## src/rtl/gfx_dec_pkg.sv

```systemverilog
package gfx_dec_pkg;
  typedef struct packed {
    logic capture;
    logic dropSel;
  } ctrlStrobes_t;

  typedef enum logic {ST_IDLE = 1'b0, ST_BUSY = 1'b1} busState_e;
endpackage

```

## src/rtl/gfx_dec_ctrl.sv

```systemverilog
module gfx_dec_ctrl
  import gfx_dec_pkg::*;
(
  input  logic         clk,
  input  logic         rstN,
  input  logic         addrStrobeN,
  input  logic         cycleEndN,
  output ctrlStrobes_t strobes
);
  busState_e state, stateNext;

  always_comb begin
    strobes.capture = (state == ST_IDLE) && !addrStrobeN;
    strobes.dropSel = (state == ST_BUSY) && !cycleEndN;
    stateNext = state;
    if (strobes.capture) stateNext = ST_BUSY;
    else if (strobes.dropSel) stateNext = ST_IDLE;
  end

  always_ff @(posedge clk or negedge rstN) begin
    if (!rstN) state <= ST_IDLE;
    else       state <= stateNext;
  end

  // an open cycle only closes on a sampled cycle end
  p_busy_until_end_r9: assert property (@(posedge clk) disable iff (!rstN)
    (state == ST_BUSY && cycleEndN) |=> (state == ST_BUSY));
endmodule

```

## src/rtl/gfx_dec_path.sv

```systemverilog
module gfx_dec_path
  import gfx_dec_pkg::*;
#(
  parameter int ADDR_W        = 32,
  parameter int NUM_BASES     = 5,
  parameter int MIN_BASE_LOG2 = 25,
  parameter int DEFAULT_IDX   = 1,
  parameter int FB_LOG2       = 22,
  parameter int REG_OFS_LOG2  = 24,
  parameter int REG_WIN_LOG2  = 16,
  parameter int IO_WIN_LOG2   = 16,
  parameter int UNIT_LOG2     = 16,
  parameter int READ_W        = 8,
  parameter int JMP_W         = $clog2(NUM_BASES),
  parameter logic [ADDR_W-1:0] LEGACY_LO = 'h000A_0000,
  parameter logic [ADDR_W-1:0] LEGACY_HI = 'h000B_FFFF
) (
  input  logic              clk,
  input  logic              rstN,
  input  ctrlStrobes_t      strobes,
  input  logic [ADDR_W-1:0] busAddr,
  input  logic              memIoN,
  input  logic [JMP_W-1:0]  jumperCode,
  input  logic              altBaseMode,
  output logic              fbSelN,
  output logic              regSelN,
  output logic [READ_W-1:0] baseHi,
  output logic [READ_W-1:0] baseLo
);
  localparam int UNIT_W  = 2 * READ_W;
  localparam int REG_TW  = ADDR_W - REG_WIN_LOG2;
  localparam logic [REG_TW-1:0] REG_TAG = REG_TW'(1) << (REG_OFS_LOG2 - REG_WIN_LOG2);

  logic [ADDR_W-1:0] baseTable [NUM_BASES];
  logic [ADDR_W-1:0] rawBase, base;
  logic [ADDR_W:0]   diff;
  logic [ADDR_W-1:0] offs;
  logic              below, inFb, inReg, inLegacy, inIo, fbHit, regHit;

  generate
    for (genvar g = 0; g < NUM_BASES; g++) begin : g_base
      assign baseTable[g] = ADDR_W'(1) << (MIN_BASE_LOG2 + g);
    end
  endgenerate

  always_comb begin
    if ({1'b0, jumperCode} < (JMP_W + 1)'(NUM_BASES)) rawBase = baseTable[jumperCode];
    else                                                rawBase = baseTable[DEFAULT_IDX];
    base = altBaseMode ? (rawBase | baseTable[0]) : rawBase;
  end

  assign {baseHi, baseLo} = base[UNIT_LOG2 +: UNIT_W];

  always_comb begin
    diff     = {1'b0, busAddr} - {1'b0, base};
    below    = diff[ADDR_W];
    offs     = diff[ADDR_W-1:0];
    inFb     = !below && (offs[ADDR_W-1:FB_LOG2] == '0);
    inReg    = !below && (offs[ADDR_W-1:REG_WIN_LOG2] == REG_TAG);
    inLegacy = (busAddr >= LEGACY_LO) && (busAddr <= LEGACY_HI);
    inIo     = (busAddr[ADDR_W-1:IO_WIN_LOG2] == '0);
    fbHit    = memIoN ? (inLegacy || inFb) : inIo;
    regHit   = memIoN && inReg;
  end

  always_ff @(posedge clk or negedge rstN) begin
    if (!rstN) begin
      fbSelN  <= 1'b1;
      regSelN <= 1'b1;
    end else if (strobes.capture) begin
      fbSelN  <= !fbHit;
      regSelN <= !regHit;
    end else if (strobes.dropSel) begin
      fbSelN  <= 1'b1;
      regSelN <= 1'b1;
    end
  end

  p_sel_mutex_r10: assert property (@(posedge clk) disable iff (!rstN)
    !(!fbSelN && !regSelN));
  p_base_onehot_r5: assert property (@(posedge clk) disable iff (!rstN)
    !altBaseMode |-> $onehot({baseHi, baseLo}));
  p_alt_bit_r6: assert property (@(posedge clk) disable iff (!rstN)
    altBaseMode |-> base[MIN_BASE_LOG2]);
endmodule

```

## src/rtl/gfx_addr_decoder.sv

```systemverilog
module gfx_addr_decoder
  import gfx_dec_pkg::*;
#(
  parameter int ADDR_W    = 32,
  parameter int NUM_BASES = 5,
  parameter int READ_W    = 8,
  parameter int JMP_W     = $clog2(NUM_BASES)
) (
  input  logic              clk,
  input  logic              rstN,
  input  logic [ADDR_W-1:0] busAddr,
  input  logic              memIoN,
  input  logic              addrStrobeN,
  input  logic              cycleEndN,
  input  logic [JMP_W-1:0]  jumperCode,
  input  logic              altBaseMode,
  output logic              fbSelN,
  output logic              regSelN,
  output logic [READ_W-1:0] baseHi,
  output logic [READ_W-1:0] baseLo
);
  ctrlStrobes_t strobes;

  gfx_dec_ctrl ctrl_i (
    .clk(clk), .rstN(rstN), .addrStrobeN(addrStrobeN),
    .cycleEndN(cycleEndN), .strobes(strobes)
  );

  gfx_dec_path #(.ADDR_W(ADDR_W), .NUM_BASES(NUM_BASES), .READ_W(READ_W), .JMP_W(JMP_W)) path_i (
    .clk(clk), .rstN(rstN), .strobes(strobes), .busAddr(busAddr), .memIoN(memIoN),
    .jumperCode(jumperCode), .altBaseMode(altBaseMode),
    .fbSelN(fbSelN), .regSelN(regSelN), .baseHi(baseHi), .baseLo(baseLo)
  );

  // a select held with no cycle end stays unchanged
  p_hold_r9: assert property (@(posedge clk) disable iff (!rstN)
    ((!fbSelN || !regSelN) && cycleEndN) |=> $stable({fbSelN, regSelN}));
  p_release_r9: assert property (@(posedge clk) disable iff (!rstN)
    ((!fbSelN || !regSelN) && !cycleEndN) |=> (fbSelN && regSelN));
  p_fb_needs_strobe_r9: assert property (@(posedge clk) disable iff (!rstN)
    $fell(fbSelN) |-> $past(!addrStrobeN));
  p_reg_needs_strobe_r9: assert property (@(posedge clk) disable iff (!rstN)
    $fell(regSelN) |-> $past(!addrStrobeN));
endmodule

```

## config.mk

```make
export PLATFORM = sky130hd
export DESIGN_NAME = gfx_addr_decoder
export DESIGN_NICKNAME = d
export VERILOG_FILES = /design/src/rtl/gfx_dec_pkg.sv /design/src/rtl/gfx_dec_ctrl.sv /design/src/rtl/gfx_dec_path.sv /design/src/rtl/gfx_addr_decoder.sv
export SDC_FILE = /design/constraint.sdc
export NUM_CORES = 1
export LEC_CHECK = 0
export BUFFER_PORTS_ARGS = -buffer_cell sky130_fd_sc_hd__buf_4
export CAP_MARGIN = 20
export CORE_MARGIN = 3
export CORE_UTILIZATION = 36
export CTS_CLUSTER_DIAMETER = 30
export DETAILED_ROUTE_END_ITERATION = 16
export GPL_TIMING_DRIVEN = 0
export PLACE_DENSITY = 0.85
export SYNTH_ARGS = -nofsm -noshare
export SYNTH_HDL_FRONTEND = slang
export SYNTH_SLANG_ARGS = --single-unit
```

## constraint.sdc

```tcl
create_clock -name clk -period 1.33 [get_ports clk]
set_input_delay 0.0665 -clock clk [delete_from_list [all_inputs] [get_ports clk]]
set_output_delay 0.0665 -clock clk [all_outputs]
set_load 0.005 [all_outputs]
```

==> results of run 1 <==
## sequential cells by signal, indices dropped and copies added, names as in the netlist
register,flops
ctrl_i.state,1
path_i.regSelN,1
path_i.fbSelN,1
## per-stage QoR
stage	power, W	setup WS, ns	hold WS, ns	instances	setup TNS, ns
3_5_place_dp	0.000414	-0.747	-0.144	139	-1.49
6_report	0.000589	-0.409	0.0795	147	-0.814
2_1_floorplan	0.000290	-0.455	-0.229	92	-0.911
3_3_place_gp	0.000404	-0.684	-0.146	139	-1.37
5_1_grt	0.000645	-0.459	0.0815	147	-0.905
4_1_cts	0.000588	-0.448	0.0778	146	-0.891
## cell usage in the layout, fill, tap and decap left out, drive strengths merged, types with 2 or more instances in the layout
cell    instances
a21oi           5
nor3            3
or4             4
nor2            7
a31oi           3
or2             2
clkbuf          4
buf            45
ha              5
nor4            4
dfstp           2
nand2           4
inv             9
nand2b          2
mux2i           2
conb           11
## area by class of cell
cell class                      count  area [µm²]
Tap cell                           16        20.0
Multi-Input combinational cell     69         526
Inverter                            9        33.8
Clock buffer                        4        26.3
Timing Repair Buffer               35         277
Fill cell                         145         534
Buffer                             11        82.6
Sequential cell                     3        77.6
## power by group through the flow
| stage | sequential (W) | combinational [W] | clock, W |
|---|---|---|---|
| floorplan | 0.000119 | 0.000171 | 0 |
| global placement | 0.000120 | 0.000284 | 0 |
| global route | 0.000121 | 0.000348 | 0.000175 |
| finish | 0.000120 | 0.000315 | 0.000154 |
| detailed placement | 0.000121 | 0.000293 | 0 |
| CTS | 0.000120 | 0.000307 | 0.000161 |
## kinds of logic after synthesis
family	count (synthesis)	share of synthesized area
DFF	3	0.122
buffers and inverters	20	0.183
AOI/OAI and AO/OA	16	0.176
muxes	2	0.0316
other	1	0.00591
and+or+nand+nor	33	0.337
xor gates and xnor gates	1	0.0138
adders and majority gates	6	0.130
## worst min-delay path by stage
| stage | cells after the start | slack, ns | end | start |
|---|---|---|---|---|
| final | 2 | 0.08 | ctrl_i.state | addrStrobeN |
| after global routing | 2 | 0.08 | ctrl_i.state | addrStrobeN |
| after CTS | 2 | 0.08 | ctrl_i.state | addrStrobeN |
| after detailed placement | 1 | -0.14 | ctrl_i.state | rstN |
| after global placement | 1 | -0.15 | ctrl_i.state | rstN |
| after floorplan | 0 | -0.23 | ctrl_i.state | rstN |
## synth_stat cells (2+ instances only)
| cell type | instances | area share |
|---|---|---|
| nand2b_1 | 2 | 0.020 |
| nand2_1 | 4 | 0.024 |
| a31oi_1 | 3 | 0.030 |
| or2_2 | 2 | 0.020 |
| nor3_1 | 3 | 0.024 |
| nor4_1 | 3 | 0.030 |
| nor2_1 | 7 | 0.041 |
| mux2i_1 | 2 | 0.032 |
| inv_1 | 9 | 0.053 |
| or4_4 | 2 | 0.036 |
| buf_4 | 11 | 0.13 |
| or4_1 | 2 | 0.024 |
| a21oi_1 | 5 | 0.039 |
| dfstp_2 | 2 | 0.083 |
| ha_1 | 5 | 0.099 |
## what timing repair did
action / CTS / global route
setup buffers: 2 / 1
pin swaps: 9 / 7
endpoints found under the hold margin: 3 / 0
endpoints found under the setup margin: 2 / 2
gates cloned: 0 / 0
hold buffers: 1 / 0
resized for setup: 4 / 1
## layer usage
metal	vias up	track usage	part of all wire
met4	0	0.0323	0.0091
met5	-	0	0
met3	2	0.0376	0.085
met2	32	0.272	0.51
li1	380	-	-
met1	321	0.156	0.40
==> out/results.tsv, run 1 <==
stage	metric	value	unit
power_and_ir_drop	power.internal	0.000395	W
critical_path	crit_chain	buf_8, nor3_2, or2_4, ha_4, inv_2, fa_2, a21o_1, a21oi_2, mux2i_1, a221oi_2, a31oi_1	
global_routing	grt_pass1_vias	605	
critical_path	criticalPathCategory	input pin to register	
yosys	synth_enable_flop_cells	0	
layout	diodes	0	
layout	final_area	0.00104	mm²
timing	fmax	575	MHz
critical_path	crit_fanout	3	
power_and_ir_drop	power_density	566	mW/mm²
global_routing	grt_use_total	0.143	
critical_path	cp-endpoint	path_i.fbSelN	
job	cap_violations	0	
critical_path	critical-path-top-delay-family	compound AO/OA/AOI/OAI gates	
layout	syn2layout_area_growth	64.3	%
timing	clock_skew	0.000913	ns
yosys	yosysWarnings	0	
yosys	netlist_area	634	µm²
critical_path	worst_path_max_delay_cell	fa_2	
yosys	ys.flop_type	dfstp_2	
placed_design	post-dp-hpwl	1.41	mm
clocking	cts_root_buffer	clkbuf_4	
hold_path	hp-class	input pin to register	
status	status	finished, violations left	
clocking	cts.clk_slew.worst_paths	0.03	ns
floorplanning	die-width	48.0	µm
power_and_ir_drop	power_frac_seq	0.204	
power_and_ir_drop	clkPwrFrac	0.261	
timing	rsz0062_at_grt	true	
timing	slew_violations	0	
routing	drc_errors	0	
global_routing	grt_max_degree	8	
status	violations	setup timing	
placed_design	port_buffers	31	
timing	fin_crit	1.74	ns
clocking	clk-insertion-delay-late	0.23	ns
timing	period_share	1.31	
clocking	cts_buffers	3	
floorplanning	core-area	0.00158	mm²
yosys	syn_area_per_cell	7.74	µm²
floorplanning	dieHeight	48.0	µm
routing	detail-route-antenna-nets	0	
yosys	postSynthCellCount	82	
critical_path	r2r_slack	0.10	ns
critical_path	crit_buf_inv	2	
floorplanning	io_pins	59	
critical_path	reg2reg_depth	3	
critical_path	crit_path_start	jumperCode[2]	
placed_design	gp_congestion	0.789	
routing	wl_per_cell	11.9	µm
yosys	ys_ff_latch	3	
critical_path	timing.rr.start	ctrl_i.state	
layout	final_util	0.661	
power_and_ir_drop	netSwitchingPower	0.000194	W
power_and_ir_drop	p_leak	0.516	nW
routing	first_pass_iters	4	
yosys	ys_seq_area_frac	0.122	
floorplanning	dieArea	0.00230	mm²
yosys	yosys.cell_types.count	35	
global_routing	overflow	0	
power_and_ir_drop	switching_share	0.330	
timing	setup_violations	2	
layout	drive_gt1_frac	0.489	
yosys	ys_async_sr_fraction	1.00	
critical_path	timing.rr.end	path_i.fbSelN	
power_and_ir_drop	power_frac_comb	0.535	
timing	hold_viol	0	
routing	drt_iter0_drc	17	
critical_path	max_stage_delay	0.34	ns
routing	finalWirelength	1.76	mm
routing	dr_total_vias	735	
clocking	cts_tree	done	
placed_design	placed_area	970	µm²
critical_path	crit_arrival	1.87	ns
clocking	clock_path_buffers	2	
critical_path	required	1.46	ns
clocking	htreeDepth	1	
critical_path	start_kind	input pin	
power_and_ir_drop	ir_drop	0.399	mV
timing	setup_ws	-0.409	ns
critical_path	endpoint_kind	register	
critical_path	cp.depth	11	
routing	viasPerCell	5.00	
clocking	cts_num_sinks	3	
global_routing	grt_pass1_wl	2.37	mm
global_routing	antenna_found_initial	0	
floorplanning	rows	14	
layout	nets	179	
floorplanning	start_util	0.402	
Power figures use the tool's default switching activity.
==> inputs of run 2 (changes only) <==
Settings changed: PLACE_DENSITY 0.85 to 0.8.
==> run 2 against run 1 <==
Against the previous run: the run still ends with setup timing left; count of clock-buffer cells in the layout did not move; setup slack better by 0.036 ns; fmax increased by 2.1%; utilization is 1.3 points higher; clock skew grew 0.0030 ns; wire length shrank 1.9%; flip-flop and latch count did not move; sequential power about the same; non-clock buffer count rose by 1; first-iteration DRC count down 94%; hold slack worse by 0.0077 ns; cell count up 0.68%; highest routed layer is now met3.
==> out/results.tsv, run 2 (same netlist as run 1, synthesis figures left out) <==
stage	metric	value	unit
status	status	finished, violations left	
status	violations	setup timing	
floorplanning	start_util	0.402	
routing	viasPerCell	5.01	
placed_design	pre_cts_slack	-0.780	ns
floorplanning	dieHeight	48.0	µm
global_routing	top_usage_layer	met2	
critical_path	reg2reg_depth	3	
clocking	cts.clk_slew.worst_paths	0.04	ns
power_and_ir_drop	ir_drop	0.404	mV
critical_path	timing.rr.start	ctrl_i.state	
job	cap_violations	0	
timing	fmax	587	MHz
critical_path	crit_chain	buf_8, nor3_4, or2_4, ha_4, inv_2, fa_2, a21o_1, a21oi_2, nand4_1, a221oi_2, a31oi_1	
floorplanning	rows	14	
critical_path	start_kind	input pin	
layout	syn2layout_area_growth	67.7	%
hold_path	hold_depth	2	
layout	layout_common_cells	buf_4, conb_1, inv_1	
timing	period_share	1.28	
timing	fin_crit	1.70	ns
global_routing	antenna_found_initial	0	
clocking	htreeDepth	1	
critical_path	required	1.47	ns
clocking	cts_root_buffer	clkbuf_4	
timing	worst_hold_slack	0.0718	ns
critical_path	max_stage_delay	0.33	ns
critical_path	worst_path_max_delay_cell	fa_2	
critical_path	endpoint_kind	register	
global_routing	grt_use_met3	0.0301	
routing	finalWirelength	1.72	mm
hold_path	hold_start	addrStrobeN	
layout	fillers	143	
layout	drive_gt1_frac	0.500	
timing	slew_violations	0	
power_and_ir_drop	p_leak	0.525	nW
timing	clock_skew	0.00393	ns
critical_path	timing.rr.end	path_i.fbSelN	
clocking	clk-insertion-delay-late	0.23	ns
timing	setup_ws	-0.373	ns
clocking	cts_tree	done	
critical_path	crit_path_start	jumperCode[2]	
clocking	cts_num_sinks	3	
floorplanning	core-area	0.00158	mm²
routing	drc_errors	0	
clocking	clock_path_buffers	2	
timing	setup_violations	2	
global_routing	grt_pass1_vias	631	
placed_design	post-dp-hpwl	1.43	mm
timing	hold_viol	0	
global_routing	grt_pass1_wl	2.35	mm
global_routing	grtUsageMet1	0.145	
floorplanning	die-width	48.0	µm
critical_path	r2r_slack	0.09	ns
layout	diodes	0	
routing	detail-route-antenna-nets	0	
placed_design	port_buffers	31	
placed_design	gp_congestion	0.740	
timing	rsz0062_at_grt	true	
global_routing	grt_util_met2	0.282	
routing	drt_iter0_drc	1	
layout	nets	180	
routing	first_pass_iters	4	
clocking	cts_buffers	3	
floorplanning	dieArea	0.00230	mm²
routing	dr_total_vias	741	
routing	wl_per_cell	11.6	µm
global_routing	overflow	0	
global_routing	grt_max_degree	8	
layout	top_regs	ctrl_i.state x1, path_i.fbSelN x1, path_i.regSelN x1	
global_routing	grt_use_total	0.139	
floorplanning	io_pins	59	
critical_path	crit_arrival	1.84	ns
critical_path	criticalPathCategory	input pin to register	
critical_path	crit_fanout	3	
power_and_ir_drop	power_density	568	mW/mm²
hold_path	hp-class	input pin to register	
hold_path	min_to	ctrl_i.state	
layout	layout_commonest_cell	buf_4	
## run 2: power breakdown
part | internal, W | leakage, nW | total, W | switching [W]
Combinational | 0.000182 | 0.477 | 0.000324 | 0.000143
Clock | 0.000112 | 0.0150 | 0.000159 | 0.0000464
Sequential | 0.000108 | 0.0330 | 0.000121 | 0.0000122
## run 2: critical path: cells and delay by family
kind	cells	cell delay, ns
adder cells (fa/ha/maj)	2	0.46
AND/OR/NAND/NOR	3	0.43
buffers and inverters	2	0.13
AO/OA/AOI/OAI	4	0.75
## run 2: worst max-delay path by stage
stage,end,cells past startpoint
2_1_floorplan,path_i.fbSelN,10
3_3_place_gp,path_i.fbSelN,11
3_5_place_dp,path_i.regSelN,8
4_1_cts,path_i.regSelN,11
5_1_grt,path_i.regSelN,11
6_report,path_i.fbSelN,11
## run 2: cell type report
cell class / count / area (µm²) / area share
inverter: 9 / 33.8 / 0.0318
buffer: 11 / 82.6 / 0.0776
timing repair buffer: 36 / 284 / 0.267
sequential: 3 / 77.6 / 0.0729
multi-input combinational: 69 / 539 / 0.507
tap: 16 / 20.0 / 0.0188
clock buffer: 4 / 26.3 / 0.0247
## run 2: repair_timing
item / CTS / global route
pin swaps: 9 / 7
resized for setup: 4 / 3
hold buffers: 1 / 0
buffers inserted: 3 / 1
setup endpoints to repair: 2 / 2
endpoints found under the hold margin: 3 / 0
gates cloned: 0 / 0
## run 2: stage by stage
step	setup TNS (ns)	util	power (W)	cell area, µm²	std cells
finish	-0.743	0.675	0.000604	1060	148
global route	-0.900	0.675	0.000655	1060	148
CTS	-0.903	0.660	0.000597	1040	147
detailed placement	-1.55	0.615	0.000417	970	139
global placement	-1.40	0.615	0.000407	970	139
floorplan	-0.911	-	0.000290	717	92
## run 2: layer usage
layer / vias up / share of wire
li1: 382 / -
met1: 325 / 0.39
met2: 34 / 0.50
met3: 0 / 0.11
met4: 0 / 0
met5: - / 0
